--- src/rtl/sgp_pkg.sv ---
// Shared defaults for the serial gain port.
// Assumes: two channels, each with one gain code of equal width.
package sgp_pkg;
    localparam int CODE_W_DEF = 8;
    localparam int SYNC_STAGES_DEF = 2;
    localparam int CHAN_COUNT = 2;

    // Rise/fall event pair derived from a synchronized level.
    typedef struct packed {
        logic rise;
        logic fall;
    } edge_t;

    // Edge events from the current synchronized level and last cycle's level.
    function automatic edge_t find_edges(input logic now_lvl, input logic last_lvl);
        edge_t e;
        e.rise = now_lvl & ~last_lvl;
        e.fall = ~now_lvl & last_lvl;
        return e;
    endfunction
endpackage

--- src/rtl/sgp_sync.sv ---
// Multi-flop synchronizer for one asynchronous pin.
// Assumes: the pin is a slow level, sampled much faster than it changes.
module sgp_sync #(
    parameter int   STAGES  = 2,
    parameter logic RST_VAL = 1'b0
) (
    input  logic clk,
    input  logic rst_n,
    input  logic d,
    output logic q
);
    logic [STAGES-1:0] pipe;

    // Shift the pin level through the flop chain.
    always_ff @(posedge clk) begin
        if (!rst_n) pipe <= {STAGES{RST_VAL}};
        else        pipe <= {pipe[STAGES-2:0], d};
    end

    assign q = pipe[STAGES-1];
endmodule

--- src/rtl/sgp_shift.sv ---
// Serial shift register with chain pass-through output.
// Shifts on a synchronized serial-clock rise while select is low.
// Launches the oldest bit on a serial-clock fall while select is low.
// Assumes: inputs are already synchronized to clk.
module sgp_shift #(
    parameter int WORD_W = 16
) (
    input  logic              clk,
    input  logic              rst_n,
    input  logic              sclk_s,
    input  logic              cs_n_s,
    input  logic              sdi_s,
    output logic [WORD_W-1:0] word,
    output logic              sdo
);
    import sgp_pkg::*;

    logic  sclk_q;
    edge_t sclk_ev;

    // Remember last cycle's serial-clock level for edge finding.
    always_ff @(posedge clk) begin
        if (!rst_n) sclk_q <= 1'b0;
        else        sclk_q <= sclk_s;
    end

    assign sclk_ev = find_edges(sclk_s, sclk_q);

    // Shift one bit in on each selected rising edge.
    always_ff @(posedge clk) begin
        if (!rst_n)                     word <= '0;
        else if (sclk_ev.rise && !cs_n_s) word <= {word[WORD_W-2:0], sdi_s};
    end

    // Launch the far-end bit on each selected falling edge.
    always_ff @(posedge clk) begin
        if (!rst_n)                     sdo <= 1'b0;
        else if (sclk_ev.fall && !cs_n_s) sdo <= word[WORD_W-1];
    end


    shift_idle_chk: assert property (@(posedge clk) disable iff (!rst_n)
        cs_n_s |=> $stable(word))
        else $error("shift register moved while deselected");


    sdo_fall_only_chk: assert property (@(posedge clk) disable iff (!rst_n)
        (!sclk_ev.fall || cs_n_s) |=> $stable(sdo))
        else $error("sdo changed without a selected falling edge");
endmodule

--- src/rtl/sgp_hold.sv ---
// Gain holding registers with update strobe.
// Copies the shift word on a synchronized select rise.
// Assumes: the right code sits in the upper half of the word.
module sgp_hold #(
    parameter int CODE_W = 8,
    localparam int WORD_W = 2 * CODE_W
) (
    input  logic              clk,
    input  logic              rst_n,
    input  logic              cs_n_s,
    input  logic [WORD_W-1:0] word,
    output logic [CODE_W-1:0] gain_right,
    output logic [CODE_W-1:0] gain_left,
    output logic              gain_stb
);
    import sgp_pkg::*;

    logic  cs_q;
    edge_t cs_ev;

    // Remember last cycle's select level for edge finding.
    always_ff @(posedge clk) begin
        if (!rst_n) cs_q <= 1'b1;
        else        cs_q <= cs_n_s;
    end

    assign cs_ev = find_edges(cs_n_s, cs_q);

    // Latch both codes and pulse the strobe when select rises.
    always_ff @(posedge clk) begin
        if (!rst_n) begin
            gain_right <= '0;
            gain_left  <= '0;
            gain_stb   <= 1'b0;
        end else begin
            gain_stb <= cs_ev.rise;
            if (cs_ev.rise) begin
                gain_right <= word[WORD_W-1 -: CODE_W];
                gain_left  <= word[CODE_W-1:0];
            end
        end
    end


    stb_single_chk: assert property (@(posedge clk) disable iff (!rst_n)
        gain_stb |=> !gain_stb)
        else $error("strobe wider than one cycle");


    gain_hold_chk: assert property (@(posedge clk) disable iff (!rst_n)
        !gain_stb |-> ($stable(gain_right) && $stable(gain_left)))
        else $error("gain changed without strobe");
endmodule

--- src/rtl/serial_gain_port.sv ---
// Chainable three-wire stereo gain receiver.
// Synchronizes the pins, shifts serial data, and latches the gain codes.
// Assumes: clk is at least eight times faster than sclk.
module serial_gain_port #(
    parameter int CODE_W      = sgp_pkg::CODE_W_DEF,
    parameter int SYNC_STAGES = sgp_pkg::SYNC_STAGES_DEF,
    localparam int WORD_W     = sgp_pkg::CHAN_COUNT * CODE_W
) (
    input  logic              clk,
    input  logic              rst_n,
    input  logic              cs_n,
    input  logic              sclk,
    input  logic              sdi,
    output logic              sdo,
    output logic              sdo_oe,
    output logic [CODE_W-1:0] gain_right,
    output logic [CODE_W-1:0] gain_left,
    output logic              gain_stb
);
    localparam int NPINS = 3;
    localparam logic [NPINS-1:0] PIN_RST = 3'b001;  // bit0 select idles high

    logic [NPINS-1:0]  pins_raw;
    logic [NPINS-1:0]  pins_s;
    logic [WORD_W-1:0] word;

    assign pins_raw = {sdi, sclk, cs_n};

    for (genvar gi = 0; gi < NPINS; gi++) begin : g_sync
        sgp_sync #(.STAGES(SYNC_STAGES), .RST_VAL(PIN_RST[gi])) u_sync (
            .clk(clk), .rst_n(rst_n), .d(pins_raw[gi]), .q(pins_s[gi])
        );
    end

    sgp_shift #(.WORD_W(WORD_W)) u_shift (
        .clk(clk), .rst_n(rst_n),
        .sclk_s(pins_s[1]), .cs_n_s(pins_s[0]), .sdi_s(pins_s[2]),
        .word(word), .sdo(sdo)
    );

    sgp_hold #(.CODE_W(CODE_W)) u_hold (
        .clk(clk), .rst_n(rst_n), .cs_n_s(pins_s[0]), .word(word),
        .gain_right(gain_right), .gain_left(gain_left), .gain_stb(gain_stb)
    );

    assign sdo_oe = ~pins_s[0];


    oe_follow_chk: assert property (@(posedge clk) disable iff (!rst_n)
        ($past(rst_n, 1) && $past(rst_n, 2)) |-> (sdo_oe == !$past(cs_n, 2)))
        else $error("output enable does not track select");
endmodule

--- config.mk ---
export PLATFORM = sky130hd
export DESIGN_NAME = serial_gain_port
export DESIGN_NICKNAME = d
export VERILOG_FILES = /design/src/rtl/sgp_pkg.sv /design/src/rtl/sgp_sync.sv /design/src/rtl/sgp_shift.sv /design/src/rtl/sgp_hold.sv /design/src/rtl/serial_gain_port.sv
export SDC_FILE = /design/constraint.sdc
export NUM_CORES = 1
export LEC_CHECK = 0
export ABC_AREA = 1
export CORE_MARGIN = 8
export CORE_UTILIZATION = 52
export CTS_CLUSTER_SIZE = 14
export DETAILED_ROUTE_END_ITERATION = 8
export PLACE_DENSITY_LB_ADDON = 0.3
export SLEW_MARGIN = 40
export SYNTH_ARGS = -nofsm -noshare
export SYNTH_HDL_FRONTEND = slang
export SYNTH_SLANG_ARGS = --single-unit
--- constraint.sdc ---
create_clock -name clk -period 1.1 [get_ports clk]
set_input_delay 0.22 -clock clk [delete_from_list [all_inputs] [get_ports clk]]
set_output_delay 0.22 -clock clk [all_outputs]
set_load 0.02 [all_outputs]
==> results of run 1 <==
[what timing repair did]
action / in CTS / in global routing
endpoints found under the hold margin: 0 / 0
endpoints found under the setup margin: 35 / 23
resized for setup: 81 / 30
cloned: 0 / 1
hold buffers: 0 / 0
[synthesized netlist by cell type (2+ instances only)]
master   number  area (um^2)
inv_1        24         90.1
o21ai_0      16         80.1
buf_6         3         33.8
nand2_1      41          154
inv_2         2         7.51
nor2_1       67          251
dfxtp_1      42          841
buf_2         3         15.0
or2_1         2         12.5
[critical path, delay by kind of cell (launching register included)]
family	cells	cell delay, ps
buffers and inverters	2	160
flip-flops	1	360
[cells in the final DEF (no fill, tap or decap), drive strengths merged]
master	Yosys	routed
clkinv	0	1
nor2	68	68
nand3	1	1
inv	27	27
o21ai	16	16
clkdlybuf4s50	0	4
nand2	42	42
dfxtp	42	42
clkbuf	1	8
buf	8	29
or2	2	2
[report_power, final]
group | switching (mW) | internal (mW) | total, mW
clock network | 0.473 | 0.310 | 0.783
registers | 0.0203 | 1.56 | 1.58
logic | 0.110 | 0.0914 | 0.201
[registers in the layout (all words and copies together) (netlist names)]
register / flops
u_hold.gain_stb: 1
u_hold.cs_q: 1
u_shift.sdo: 1
u_hold.gain_left: 8
g_sync.u_sync.pipe: 6
u_shift.word: 16
u_hold.gain_right: 8
u_shift.sclk_q: 1
[routing by layer]
metal / vias up / global-route usage [%] / wire [um]
met3: 7 / 4.60 / 111
met2: 17 / 17.8 / 1190
met4: 0 / 5.25 / 48
li1: 671 / - / -
met1: 516 / 13.0 / 1330
met5: - / 0 / 0
[kinds of logic (layout without fill, tap and decap cells)]
kind of cell	count (synthesis)	after routing
compound gates	16	16
flops	42	42
buf+inv	36	69
simple gates	113	113
[worst max-delay path by stage]
stage | end | slack (ps) | startpoint | cells after the start
final | sdo_oe | 10 | g_sync[0].u_sync.pipe[1] | 2
after global routing | sdo_oe | -30 | g_sync[0].u_sync.pipe[1] | 2
after CTS | gain_right[4] | 7 | u_hold.gain_right[4] | 1
after detailed placement | u_hold.gain_right[1] | -150 | rst_n | 4
after global placement | u_hold.gain_right[6] | -110 | rst_n | 4
after floorplan | u_shift.word[14] | 140 | g_sync[0].u_sync.pipe[1] | 5
[through the flow]
step / power [mW] / hold slack, ps / area (um^2) / std cells
floorplan: 1.73 / 318 / 1550 / 207
global placement: 1.82 / 390 / 1830 / 262
detailed placement: 1.82 / 393 / 1830 / 262
CTS: 2.57 / 382 / 1810 / 270
global route: 2.69 / 379 / 1900 / 271
finish: 2.57 / 391 / 1900 / 271
[area by class of cell]
class | instances | area (um^2) | share of cell area (%)
clock inverters | 1 | 5.00 | 0.264
multi-input cells | 129 | 542 | 28.5
repair buffers | 34 | 297 | 15.6
clock buffers | 7 | 55.1 | 2.90
flip-flops and latches | 42 | 858 | 45.2
well taps | 31 | 38.8 | 2.04
inverters | 27 | 104 | 5.47
==> results.json, run 1 <==
{
  "rsz0062_at_grt": "yes",
  "drt-total-wl_um": 2670,
  "grt_overflow_total": 0,
  "synthCells": 207,
  "post-route-min-period_ps": 1090,
  "synth_edf_count": 0,
  "cp_slowest_cell": "dfxtp_2",
  "drv_cap": 0,
  "hp-start": "sclk",
  "nets": 244,
  "status": "complete, no violations",
  "viasPerCell": 4.47,
  "dp_slack_ps": -148,
  "async_flop_share_pct": 0,
  "slew_violations": 0,
  "grt_pass1_wl_um": 4730,
  "tightestPinTransition_ps": 188,
  "die_w_um": 70.6,
  "relSlewSlack_pct": 87.4,
  "ys_seq_area_share_pct": 54.3,
  "total_leakage_power_nw": 1.01,
  "hold_viol": 0,
  "synth-simple-area-share_pct": 28.9,
  "area_growth_pct": 22.7,
  "r2r-start": "g_sync[0].u_sync.pipe[1]",
  "crit_arrival_ps": 870,
  "max-clock-path-buffers": 2,
  "antenna_found_initial": 0,
  "grt_pass1_vias": 1121,
  "peakVddDrop_mv": 1.23,
  "cp_slowest_stage_delay_ps": 360,
  "synth.net_count": 212,
  "clock_sinks": 42,
  "num_antenna_cells": 0,
  "setup_viol": 0,
  "hold_path_end": "g_sync[1].u_sync.pipe[0]",
  "ff2ff_setup_slack_ps": 70,
  "reg2reg_depth": 6,
  "io_pins": 24,
  "ys_seq_elements": 42,
  "synth.distinct_cells": 16,
  "cts_setup_buffers": 0,
  "synthAdderAreaFrac_pct": 0,
  "fillers": 234,
  "avgRoutedWirePerCell_um": 9.87,
  "crit_fanout": 2,
  "netlist_area_um2": 1550,
  "track_usage_pct": 11.3,
  "drive_gt1_share_pct": 23.8,
  "hpwl_um": 1740,
  "coreArea_um2": 2780,
  "avgSynthCellArea_um2": 7.48,
  "vias": 1211,
  "synth_compound_area_share_pct": 5.17,
  "first_iter_violations": 60,
  "numPortBuffers": 23,
  "synth_xor_area_share_pct": 0,
  "synth_top_family_by_area": "simple AND/OR/NAND/NOR gates",
  "worst_setup_path_end_kind": "output pin",
  "die_h_um": 70.6,
  "cts_root_buffer": "clkbuf_4",
  "die_area_um2": 4980,
  "synth_mux_area_share_pct": 0,
  "fin_tns_setup_ps": 0,
  "h-tree-depth": 2,
  "crit_type": "reg2out",
  "drtAntennaViolNets": 0,
  "row_count": 19,
  "path_cells": "inv_2 -> buf_6",
  "fin_ws_ps": 14.9,
  "power-per-cell-area_nw_per_um2": 1350,
  "finClkSkew_ps": 8.95,
  "fin_util_pct": 68.3,
  "drt-pass1-iter-count": 4,
  "cts-buffers-inserted": 5,
  "finalCritPeriodShare_pct": 98.6,
  "clock_latency_ps": 350,
  "start_util_pct": 55.6,
  "clkTransAtPathRegs_ps": 110,
  "synth_ff_type": "dfxtp_1",
  "place.gp.congestion": 0.756,
  "whs_path_depth": 3,
  "fmax_ghz": 0.922,
  "yosysWarnings": 0,
  "cts_tree": "yes",
  "drc": 0,
  "r2r_end": "u_shift.word[12]",
  "hold_path.class": "in2reg",
  "grt_max_degree": 33,
  "worstSetupStartpointType": "flip-flop",
  "cp.required_ps": 880
}
No activity file was read; power rests on OpenSTA's default activity.
==> inputs of run 2 (changes only) <==
--- a/config.mk
+++ b/config.mk
@@ -7,7 +7,7 @@
 export LEC_CHECK = 0
 export ABC_AREA = 1
 export CORE_MARGIN = 8
-export CORE_UTILIZATION = 52
+export CORE_UTILIZATION = 55
 export CTS_CLUSTER_SIZE = 14
 export DETAILED_ROUTE_END_ITERATION = 8
 export PLACE_DENSITY_LB_ADDON = 0.3
==> constraint.sdc (replaced) <==
create_clock -name clk -period 1.3 [get_ports clk]
set_input_delay 0.26 -clock clk [delete_from_list [all_inputs] [get_ports clk]]
set_output_delay 0.26 -clock clk [all_outputs]
set_load 0.02 [all_outputs]
==> run 2 against run 1 <==
Net effect: worst setup slack improved by 37 ps; via count decreased by 1.4%; final cell count fell by 2.2%; wire length decreased by 3.3%; clock skew decreased by 0.88 ps; clock power shrank 3.3%; global-route usage shrank 0.43 points; final area fell by 5.6%; first-iteration DRC count shrank 18%; non-clock buffer count is 6 lower; sequential share of layout area rose by 1.8 points; largest cell class unchanged.
==> results.json, run 2 (synthesis results as in run 1) <==
{
  "status": "complete, no violations",
  "die_area_um2": 4770,
  "relSlewSlack_pct": 77.9,
  "worst_setup_path_end_kind": "output pin",
  "met3_length_um": 171,
  "switchingPower_mw": 0.494,
  "clock_sinks": 42,
  "ff2ff_setup_slack_ps": 150,
  "drt-total-wl_um": 2590,
  "totalPowerFinal_mw": 2.24,
  "first_iter_violations": 49,
  "avgRoutedWirePerCell_um": 9.76,
  "final_common_cell": "nor2_1",
  "area_growth_pct": 15.8,
  "place.gp.congestion": 0.728,
  "tightestPinTransition_ps": 332,
  "route.top_layer_used": "met4",
  "drive_gt1_share_pct": 14.1,
  "post-route-min-period_ps": 1250,
  "drt-pass1-iter-count": 5,
  "cp.required_ps": 1040,
  "clkTransAtPathRegs_ps": 110,
  "clock_latency_ps": 340,
  "fmax_ghz": 0.801,
  "cts-buffers-inserted": 5,
  "rsz0062_at_grt": "no",
  "worstSetupStartpointType": "flip-flop",
  "slew_violations": 0,
  "total_leakage_power_nw": 0.952,
  "timing.critical_path.buf_inv": 1,
  "hold_ws_ps": 424,
  "grt_max_degree": 33,
  "drv_cap": 0,
  "setup_viol": 0,
  "p_int_mw": 1.75,
  "vias": 1194,
  "hold_path.class": "reg2reg",
  "regMostFlops": "u_shift.word",
  "layout_common_cells": "nor2_1, nand2_1, dfxtp_1",
  "peakVddDrop_mv": 0.871,
  "cts_hold_buf": 0,
  "largestRegisters": "u_shift.word (16), u_hold.gain_left (8), u_hold.gain_right (8)",
  "dr_wl_met2_um": 1150,
  "p_sw_share_pct": 22.0,
  "grt_overflow_total": 0,
  "crit_type": "reg2out",
  "cts_root_buffer": "clkbuf_4",
  "seq_power_share_pct": 59.6,
  "io_pins": 24,
  "path_cells": "clkdlybuf4s15_1",
  "hpwl_um": 1850,
  "coreArea_um2": 2710,
  "crit_family": "flip-flops",
  "cp_slowest_cell": "dfxtp_1",
  "finalCritPeriodShare_pct": 96.0,
  "viasPerCell": 4.51,
  "start_util_pct": 57.1,
  "power_frac_comb_pct": 6.7,
  "num_antenna_cells": 0,
  "cp_slowest_stage_delay_ps": 350,
  "max-clock-path-buffers": 2,
  "nets": 238,
  "grt_pass1_wl_um": 4350,
  "antenna_found_initial": 0,
  "m1WireLength_um": 1230,
  "crit_arrival_ps": 990,
  "hold_viol": 0,
  "track_usage_pct": 10.8,
  "numPortBuffers": 23,
  "fin_ws_ps": 51.8,
  "finClkSkew_ps": 8.07,
  "drc": 0,
  "die_w_um": 69.0,
  "largest_reg_flops": 16,
  "drtAntennaViolNets": 0,
  "clkPwrFrac_pct": 33.7,
  "crit_fanout": 2,
  "h-tree-depth": 2,
  "cts_tree": "yes",
  "die_h_um": 69.0,
  "row_count": 19,
  "power-per-cell-area_nw_per_um2": 1250,
  "dp_slack_ps": -14.5,
  "grt_pass1_vias": 1025
}
## run 2: cell types whose count changed in the layout (fill, tap and decap cells not counted), sizes merged
cell | previous run | this run
clkbuf | 8 | 19
clkdlybuf4s15 | 0 | 5
dlygate4sd2 | 0 | 1
clkinv | 1 | 0
buf | 29 | 7
## run 2: power by group through the flow
stage               Combinational [mW]  Sequential, mW  Clock (mW)
finish                           0.150            1.34       0.757
global placement                 0.164            1.37           0
global route                     0.170            1.34       0.833
floorplan                       0.0811            1.39           0
CTS                              0.156            1.34       0.780
detailed placement               0.167            1.37           0
## run 2: final timing paths
check | start | to | cells after the start
min reg2reg | g_sync[2].u_sync.pipe[0] | g_sync[2].u_sync.pipe[1] | 2
min | g_sync[2].u_sync.pipe[0] | g_sync[2].u_sync.pipe[1] | 2
max | u_hold.gain_right[6] | gain_right[6] | 1
max reg2reg | g_sync[0].u_sync.pipe[1] | u_shift.word[7] | 5
## run 2: layer usage
| layer | global-route usage, % | vias to the layer above |
|---|---|---|
| met1 | 12.1 | 502 |
| li1 | - | 657 |
| met4 | 6.15 | 0 |
| met5 | 0 | - |
| met3 | 4.72 | 5 |
| met2 | 16.7 | 30 |
## run 2: through the flow
| stage | cells | cell area, um^2 | TNS (ps) | utilization (%) |
|---|---|---|---|---|
| 2_1_floorplan | 207 | 1550 | 0 | - |
| 6_report | 265 | 1790 | 0 | 66.2 |
| 3_3_place_gp | 257 | 1780 | 0 | 65.7 |
| 5_1_grt | 265 | 1790 | 0 | 66.2 |
| 3_5_place_dp | 257 | 1780 | -36.7 | 65.7 |
| 4_1_cts | 265 | 1840 | 0 | 68.0 |
## run 2: tightest hold or removal path: cells and delay by family, from the launching register on
kind | cells | cell delay (ps)
flip-flops | 1 | 310
AND/OR/NAND/NOR | 1 | 50
buffers and inverters | 1 | 30
## run 2: what timing repair did
item | CTS | global route
gates cloned | 0 | 0
setup endpoints to repair | 19 | 18
buffers inserted | 0 | 0
resized for setup | 25 | 28
## run 2: final cells by class
type,count,area (um^2)
Sequential cell,42,842
Clock buffer,8,78.8
Multi-Input combinational cell,129,528
Tap cell,31,38.8
Fill cell,245,917
Inverter,27,104
Timing Repair Buffer,28,201
